==> src/rtl/vga_mix_pkg.sv <==
package vga_mix_pkg;

    typedef enum logic [1:0] {
        PH_DISP  = 2'd0,
        PH_FRONT = 2'd1,
        PH_SYNC  = 2'd2,
        PH_BACK  = 2'd3
    } phase_t;

    function automatic phase_t next_phase(phase_t p);
        unique case (p)
            PH_DISP:  return PH_FRONT;
            PH_FRONT: return PH_SYNC;
            PH_SYNC:  return PH_BACK;
            default:  return PH_DISP;
        endcase
    endfunction

    function automatic int phase_len(phase_t p, int vis, int fp, int sw, int bp);
        unique case (p)
            PH_DISP:  return vis;
            PH_FRONT: return fp;
            PH_SYNC:  return sw;
            default:  return bp;
        endcase
    endfunction

endpackage

==> src/rtl/vga_pix_div.sv <==
module vga_pix_div (
    input  logic clk,
    input  logic rst,
    output logic pix_en
);
    always_ff @(posedge clk) begin
        if (rst) pix_en <= 1'b0;
        else     pix_en <= ~pix_en;
    end

    // the enable never stays high for two clocks in a row
    p_pix_toggle_r5: assert property (@(posedge clk) disable iff (rst)
        pix_en |=> !pix_en);
endmodule

==> src/rtl/vga_phase_fsm.sv <==
module vga_phase_fsm
    import vga_mix_pkg::*;
#(
    parameter int VIS = 640,
    parameter int FP  = 16,
    parameter int SW  = 96,
    parameter int BP  = 48,
    parameter int CW  = 10
) (
    input  logic          clk,
    input  logic          rst,
    input  logic          step,
    output phase_t        phase_o,
    output logic [CW-1:0] cnt_o,
    output logic          sync_n_o,
    output logic          enter_sync_o
);
    phase_t        phase_q;
    logic [CW-1:0] cnt_q;
    logic          last_cnt;

    assign last_cnt = (int'(cnt_q) == phase_len(phase_q, VIS, FP, SW, BP) - 1);

    // state register
    always_ff @(posedge clk) begin
        if (rst) begin
            phase_q <= PH_DISP;
            cnt_q   <= '0;
        end else if (step) begin
            if (last_cnt) begin
                cnt_q   <= '0;
                phase_q <= next_phase(phase_q);
            end else begin
                cnt_q   <= cnt_q + 1'b1;
            end
        end
    end

    // outputs
    always_comb begin
        phase_o      = phase_q;
        cnt_o        = cnt_q;
        sync_n_o     = 1'b1;
        enter_sync_o = 1'b0;
        unique case (phase_q)
            PH_FRONT: enter_sync_o = step && last_cnt;
            PH_SYNC:  sync_n_o     = 1'b0;
            default:  ;
        endcase
    end

    // phases follow the fixed order
    p_phase_order_r1: assert property (@(posedge clk) disable iff (rst)
        (phase_q != $past(phase_q)) |-> (phase_q == next_phase($past(phase_q))));
    // the counter stays inside the length of its phase
    p_cnt_bound_r2: assert property (@(posedge clk) disable iff (rst)
        int'(cnt_q) < phase_len(phase_q, VIS, FP, SW, BP));
endmodule

==> src/rtl/vga_pix_mixer.sv <==
module vga_pix_mixer
    import vga_mix_pkg::*;
#(
    parameter int XW     = 10,
    parameter int YW     = 10,
    parameter int SCALE  = 4,
    parameter int BG_W   = 160,
    parameter int BG_AW  = 15,
    parameter int SPR_W  = 16,
    parameter int SPR_H  = 16,
    parameter int SPR_AW = 8,
    parameter int CH_W   = 8
) (
    input  logic              clk,
    input  logic              rst,
    input  logic              pix_en,
    input  phase_t            h_phase,
    input  logic [XW-1:0]     h_cnt,
    input  logic              h_sync_n,
    input  phase_t            v_phase,
    input  logic [YW-1:0]     v_cnt,
    input  logic              v_sync_n,
    input  logic [XW-1:0]     spr_cx,
    input  logic [YW-1:0]     spr_cy,
    output logic [BG_AW-1:0]  bg_addr,
    input  logic [CH_W-1:0]   bg_data,
    output logic [SPR_AW-1:0] spr_addr,
    input  logic [3*CH_W-1:0] spr_data,
    output logic              hsync_n,
    output logic              vsync_n,
    output logic              blank,
    output logic [XW-1:0]     pix_x,
    output logic [YW-1:0]     pix_y,
    output logic [3*CH_W-1:0] rgb
);
    int   col, row;
    logic in_spr;
    logic visible;

    always_comb begin
        col      = int'(h_cnt) - int'(spr_cx) + SPR_W / 2;
        row      = int'(v_cnt) - int'(spr_cy) + SPR_H / 2;
        in_spr   = (col >= 0) && (col < SPR_W) && (row >= 0) && (row < SPR_H);
        spr_addr = SPR_AW'(row * SPR_W + col);
        bg_addr  = BG_AW'((int'(v_cnt) / SCALE) * BG_W + int'(h_cnt) / SCALE);
        visible  = (h_phase == PH_DISP) && (v_phase == PH_DISP);
    end

    always_ff @(posedge clk) begin
        if (rst) begin
            hsync_n <= 1'b1;
            vsync_n <= 1'b1;
            blank   <= 1'b0;
            pix_x   <= '0;
            pix_y   <= '0;
            rgb     <= '0;
        end else if (pix_en) begin
            hsync_n <= h_sync_n;
            vsync_n <= v_sync_n;
            blank   <= visible;
            pix_x   <= visible ? h_cnt : '0;
            pix_y   <= visible ? v_cnt : '0;
            if (!visible)
                rgb <= '0;
            else if (in_spr && (spr_data != '0))
                rgb <= spr_data;
            else
                rgb <= {3{bg_data}};
        end
    end
endmodule

==> src/rtl/vga_sprite_mixer.sv <==
module vga_sprite_mixer
    import vga_mix_pkg::*;
#(
    parameter int H_VIS  = 640,
    parameter int H_FP   = 16,
    parameter int H_SW   = 96,
    parameter int H_BP   = 48,
    parameter int V_VIS  = 480,
    parameter int V_FP   = 10,
    parameter int V_SW   = 2,
    parameter int V_BP   = 33,
    parameter int SCALE  = 4,
    parameter int SPR_W  = 16,
    parameter int SPR_H  = 16,
    parameter int CH_W   = 8,
    localparam int H_TOT  = H_VIS + H_FP + H_SW + H_BP,
    localparam int V_TOT  = V_VIS + V_FP + V_SW + V_BP,
    localparam int XW     = $clog2(H_TOT),
    localparam int YW     = $clog2(V_TOT),
    localparam int BG_W   = H_VIS / SCALE,
    localparam int BG_H   = V_VIS / SCALE,
    localparam int BG_AW  = $clog2(BG_W * BG_H),
    localparam int SPR_AW = $clog2(SPR_W * SPR_H)
) (
    input  logic              clk,
    input  logic              rst,
    input  logic [XW-1:0]     spr_cx,
    input  logic [YW-1:0]     spr_cy,
    output logic [BG_AW-1:0]  bg_addr,
    input  logic [CH_W-1:0]   bg_data,
    output logic [SPR_AW-1:0] spr_addr,
    input  logic [3*CH_W-1:0] spr_data,
    output logic              hsync_n,
    output logic              vsync_n,
    output logic              blank,
    output logic [XW-1:0]     pix_x,
    output logic [YW-1:0]     pix_y,
    output logic [3*CH_W-1:0] rgb
);
    logic          pix_en;
    phase_t        h_phase, v_phase;
    logic [XW-1:0] h_cnt;
    logic [YW-1:0] v_cnt;
    logic          h_sync_n, v_sync_n;
    logic          h_enter, v_enter;

    vga_pix_div u_div (
        .clk    (clk),
        .rst    (rst),
        .pix_en (pix_en)
    );

    vga_phase_fsm #(.VIS(H_VIS), .FP(H_FP), .SW(H_SW), .BP(H_BP), .CW(XW)) u_hfsm (
        .clk          (clk),
        .rst          (rst),
        .step         (pix_en),
        .phase_o      (h_phase),
        .cnt_o        (h_cnt),
        .sync_n_o     (h_sync_n),
        .enter_sync_o (h_enter)
    );

    vga_phase_fsm #(.VIS(V_VIS), .FP(V_FP), .SW(V_SW), .BP(V_BP), .CW(YW)) u_vfsm (
        .clk          (clk),
        .rst          (rst),
        .step         (h_enter),
        .phase_o      (v_phase),
        .cnt_o        (v_cnt),
        .sync_n_o     (v_sync_n),
        .enter_sync_o (v_enter)
    );

    vga_pix_mixer #(
        .XW(XW), .YW(YW), .SCALE(SCALE), .BG_W(BG_W), .BG_AW(BG_AW),
        .SPR_W(SPR_W), .SPR_H(SPR_H), .SPR_AW(SPR_AW), .CH_W(CH_W)
    ) u_mix (
        .clk      (clk),
        .rst      (rst),
        .pix_en   (pix_en),
        .h_phase  (h_phase),
        .h_cnt    (h_cnt),
        .h_sync_n (h_sync_n),
        .v_phase  (v_phase),
        .v_cnt    (v_cnt),
        .v_sync_n (v_sync_n),
        .spr_cx   (spr_cx),
        .spr_cy   (spr_cy),
        .bg_addr  (bg_addr),
        .bg_data  (bg_data),
        .spr_addr (spr_addr),
        .spr_data (spr_data),
        .hsync_n  (hsync_n),
        .vsync_n  (vsync_n),
        .blank    (blank),
        .pix_x    (pix_x),
        .pix_y    (pix_y),
        .rgb      (rgb)
    );

    // the line machine only moves when the pixel machine is entering SYNC
    p_vstep_on_hsync_r4: assert property (@(posedge clk) disable iff (rst)
        ((v_cnt != $past(v_cnt)) || (v_phase != $past(v_phase))) |-> (h_phase == PH_SYNC));
    // a vertical SYNC entry coincides with a horizontal one
    p_vsync_entry_r4: assert property (@(posedge clk) disable iff (rst)
        v_enter |-> h_enter);
    // a sync pulse never overlaps a visible pixel
    p_sync_outside_vis_r3: assert property (@(posedge clk) disable iff (rst)
        (!hsync_n || !vsync_n) |-> !blank);
endmodule

==> config.mk <==
export PLATFORM = sky130hd
export DESIGN_NAME = vga_sprite_mixer
export DESIGN_NICKNAME = d
export VERILOG_FILES = /design/src/rtl/vga_mix_pkg.sv /design/src/rtl/vga_pix_div.sv /design/src/rtl/vga_phase_fsm.sv /design/src/rtl/vga_pix_mixer.sv /design/src/rtl/vga_sprite_mixer.sv
export SDC_FILE = /design/constraint.sdc
export NUM_CORES = 1
export LEC_CHECK = 0
export ABC_CLOCK_PERIOD_IN_PS = 5950
export BUFFER_PORTS_ARGS = -buffer_cell sky130_fd_sc_hd__buf_2
export CORE_MARGIN = 1.5
export CORE_UTILIZATION = 41
export CTS_BUF_LIST = sky130_fd_sc_hd__clkbuf_16
export CTS_CLUSTER_SIZE = 25
export DETAILED_ROUTE_END_ITERATION = 10
export PLACE_DENSITY = 0.63
export SETUP_SLACK_MARGIN = 0.1
export SYNTH_ARGS = -nofsm -noshare
export SYNTH_HDL_FRONTEND = slang
export SYNTH_SLANG_ARGS = --single-unit
==> constraint.sdc <==
create_clock -name clk -period 5.95 [get_ports clk]
set_input_delay 1.4875 -clock clk [delete_from_list [all_inputs] [get_ports clk]]
set_output_delay 1.4875 -clock clk [all_outputs]
set_load 0.01 [all_outputs]
==> flow_summary_export.csv <==
group,metric,value,unit
status,status,"complete, no violations",
clocking,cts-htree-levels,3,
route,route.vias.total,4691,
placed_design,placed_cells,875,
finish,final_util,50.0,%
clocking,cts-buffers-inserted,9,
sta,clock.fmax,0.175,GHz
setup_path,reg2regPathDepth,15,
global_routing,grt_pass1_vias,4564,
route,drc_errors,0,
synthesis,synth_nets,716,
finish,finalInstanceArea,6260,um^2
route,drt_pass1_iterations,5,
route,ant_nets,0,
synthesis,yosys_warnings,0,
route,drtIter0Drc,190,
global_routing,grt_max_degree,54,
placed_design,dpl-instance-area,5910,um^2
synthesis,yosysTopAreaCell,"dfxtp_1",
power_and_ir_drop,ir_drop,0.105,mV
synthesis,async_flop_share,0,%
route,wl_met2,6290,um
hold_path,min_path_type,"reg2reg",
sta,hold_ws,453,ps
sta,min_period,5700,ps
setup_path,cp-end-kind,"output pin",
floorplan,rows,41,
global_routing,grt_usage,20.3,%
power_and_ir_drop,power,1.20,mW
clocking,cts_tree,"done",
setup_path,crit_type,"in2out",
job,drv_cap,0,
placed_design,place_hpwl,10200,um
sta,min_period_over_period,95.8,%
clocking,holdBufCountCts,0,
clocking,clk_pin_slew,50,ps
clocking,clk_latency,330,ps
placed_design,routabilityCongestion,0.845,
sta,rsz0062_at_grt,"no",
power_and_ir_drop,power_density,192,nW/um^2
route,wl_met1,6040,um
clocking,clockBufferDepth,2,
synthesis,syn_area_per_cell,8.64,um^2
route,via_per_inst,5.25,
sta,relSlewSlack,22.6,%
route,wl,13300,um
finish,final_cells,893,
route,wl_per_cell,14.9,um
clocking,cts_root_buffer,"clkbuf_16",
synthesis,synth_edf_count,0,
setup_path,worstSetupStartpointType,"input port",
synthesis,netlist.area_leader.share,27.6,%
finish,syn2layout_area_growth,19.9,%
setup_path,cp.arrival,4210,ps
finish,seq_area,1440,um^2
floorplan,core,12500,um^2
finish,diodes,0,
hold_path,hold_depth,1,
floorplan,fp.dieArea,13400,um^2
finish,multiInputGateArea,3510,um^2
floorplan,ios,124,
sta,hold_viol,0,
finish,final_nets,828,
finish,n_fill_cell,1216,
sta,finalSetupViolCount,0,
placed_design,place.port_buffers,123,
floorplan,die_y,116,um
global_routing,antenna_found_initial,0,
route,met3_length,589,um
sta,worst_clock_skew,8.03,ps
synthesis,ys_seq_area_share,27.6,%
synthesis,yosys-top-cells-area,"dfxtp_1, ha_1, xnor2_1, nand2_1, o211ai_2",
global_routing,globalRoute.totalOverflow,0,
sta,tightest_slew,1160,ps
floorplan,start_util,41.7,%
power_and_ir_drop,leakagePower,2.95,nW
finish,drive_gt1_share,27.3,%
floorplan,die_w,116,um
global_routing,grt_pass1_wl,21600,um
synthesis,syn_inst,604,
route,top_layer,"met4",
clocking,cts.sinks,72,
setup_path,path_max_fanout,3,
synthesis,ys_seq_elements,72,
sta,drv_slew,0,
synthesis,ys.flop_type,"dfxtp_1",
synthesis,synth_cell_types,70,
synthesis,synth_area,5220,um^2
setup_path,cp.required,4460,ps
==> cell type report <==
| cell class | count | share of cell area [%] |
|---|---|---|
| timing repair buffer | 125 | 10.1 |
| clock buffer | 9 | 3.60 |
| inverter | 52 | 3.12 |
| tap | 172 | 3.44 |
| sequential | 72 | 23.0 |
| multi-input combinational | 456 | 56.1 |
| clock inverter | 7 | 0.640 |
==> cell usage after synthesis (all sizes together) (4+ instances only) <==
| master | number |
|---|---|
| nand2b | 9 |
| nor3 | 7 |
| xor2 | 23 |
| and3 | 5 |
| or2 | 5 |
| a31o | 9 |
| nand4 | 7 |
| nand3 | 16 |
| a211oi | 4 |
| inv | 52 |
| buf | 11 |
| dfxtp | 72 |
| a21oi | 18 |
| o21ai | 15 |
| o22ai | 6 |
| nor2 | 41 |
| or3 | 7 |
| ha | 53 |
| a21o | 8 |
| nor2b | 7 |
| clkbuf | 11 |
| xnor2 | 32 |
| nor3b | 4 |
| nor4 | 9 |
| o211ai | 25 |
| fa | 5 |
| nand2 | 74 |
| or4 | 5 |
| a22o | 21 |
==> registers in the layout, summed over array words and instances (netlist names), 2 cells and up <==
signal / cells
u_mix.pix_y: 10
u_hfsm.phase_o: 2
u_vfsm.cnt_o: 10
u_mix.pix_x: 10
u_hfsm.cnt_o: 10
u_vfsm.phase_o: 2
u_mix.rgb: 24
==> final timing paths <==
check	startpoint	to	slack, ps
setup / recovery	spr_cx[0]	spr_addr[7]	250
hold / removal	u_mix.blank$_SDFFE_PP0P_	u_mix.blank$_SDFFE_PP0P_	450
setup reg to reg	u_hfsm.cnt_o[0]$_SDFFE_PP0P_	u_mix.rgb[18]$_SDFFE_PP0P_	1900
hold reg to reg	u_mix.blank$_SDFFE_PP0P_	u_mix.blank$_SDFFE_PP0P_	450
==> critical path, cell delays in order <==
cell	delay, ps
buf_2	110
ha_4	170
fa_2	400
nand2b_4	180
a21oi_4	170
xor2_2	180
ha_2	210
inv_2	40
a21oi_1	110
nand2b_4	140
ha_1	220
a21o_1	170
a21oi_2	130
xor2_1	180
xnor2_1	150
buf_2	160
==> timing repair <==
item / in CTS / in global routing
pin swaps: 0 / 6
gates resized for setup: 5 / 9
endpoints found under the setup margin: 1 / 1
buffers inserted: 0 / 2
hold endpoints to repair: 0 / 0
==> power breakdown <==
group          switching, mW  internal, mW  leakage, nW
clock network          0.205         0.278        0.136
logic                  0.119        0.0925         2.23
registers            0.00976         0.495        0.584
total                  0.334         0.865         2.95
==> metal layers <==
metal,vias up,track usage [%]
met5,-,0
met4,0,8.62
met3,24,2.98
met2,129,35.3
met1,2182,25.1
li1,2356,-
==> placed cells by master (no fill, tap or decap), types with 5 or more instances in the layout <==
cell	synthesis	layout
dfxtp_1	72	72
nand2b_1	9	7
nor2b_1	7	7
a21o_1	7	7
o21ai_0	13	13
ha_1	53	50
o211ai_1	5	5
a31o_2	8	8
nand2_1	74	74
clkbuf_16	0	9
o211ai_2	20	20
inv_1	52	52
nor2_1	41	40
o22ai_1	5	5
nand4_1	7	7
a21oi_1	18	16
xor2_1	23	22
nand3_1	15	15
xnor2_1	32	32
nor4_1	8	8
buf_2	1	123
a22o_1	21	21
or3_1	6	6
nor3_1	7	7
==> kinds of logic after synthesis <==
kind of cell / count (synthesis) / synth area share, %
buffers and inverters: 76 / 6.54
adders and majority gates: 58 / 14.6
and+or+nand+nor: 209 / 20.8
muxes: 3 / 0.575
AOI/OAI and AO/OA: 131 / 20.7
xor gates and xnor gates: 55 / 9.23
DFF: 72 / 27.6
==> stage by stage <==
step	TNS, ps	setup WS (ps)
after detailed placement	-4.25	-4.25
after global placement	0	74.6
after global routing	0	113
after floorplan	0	474
after CTS	0	146
final	0	252
Power figures use the tool's default switching activity.
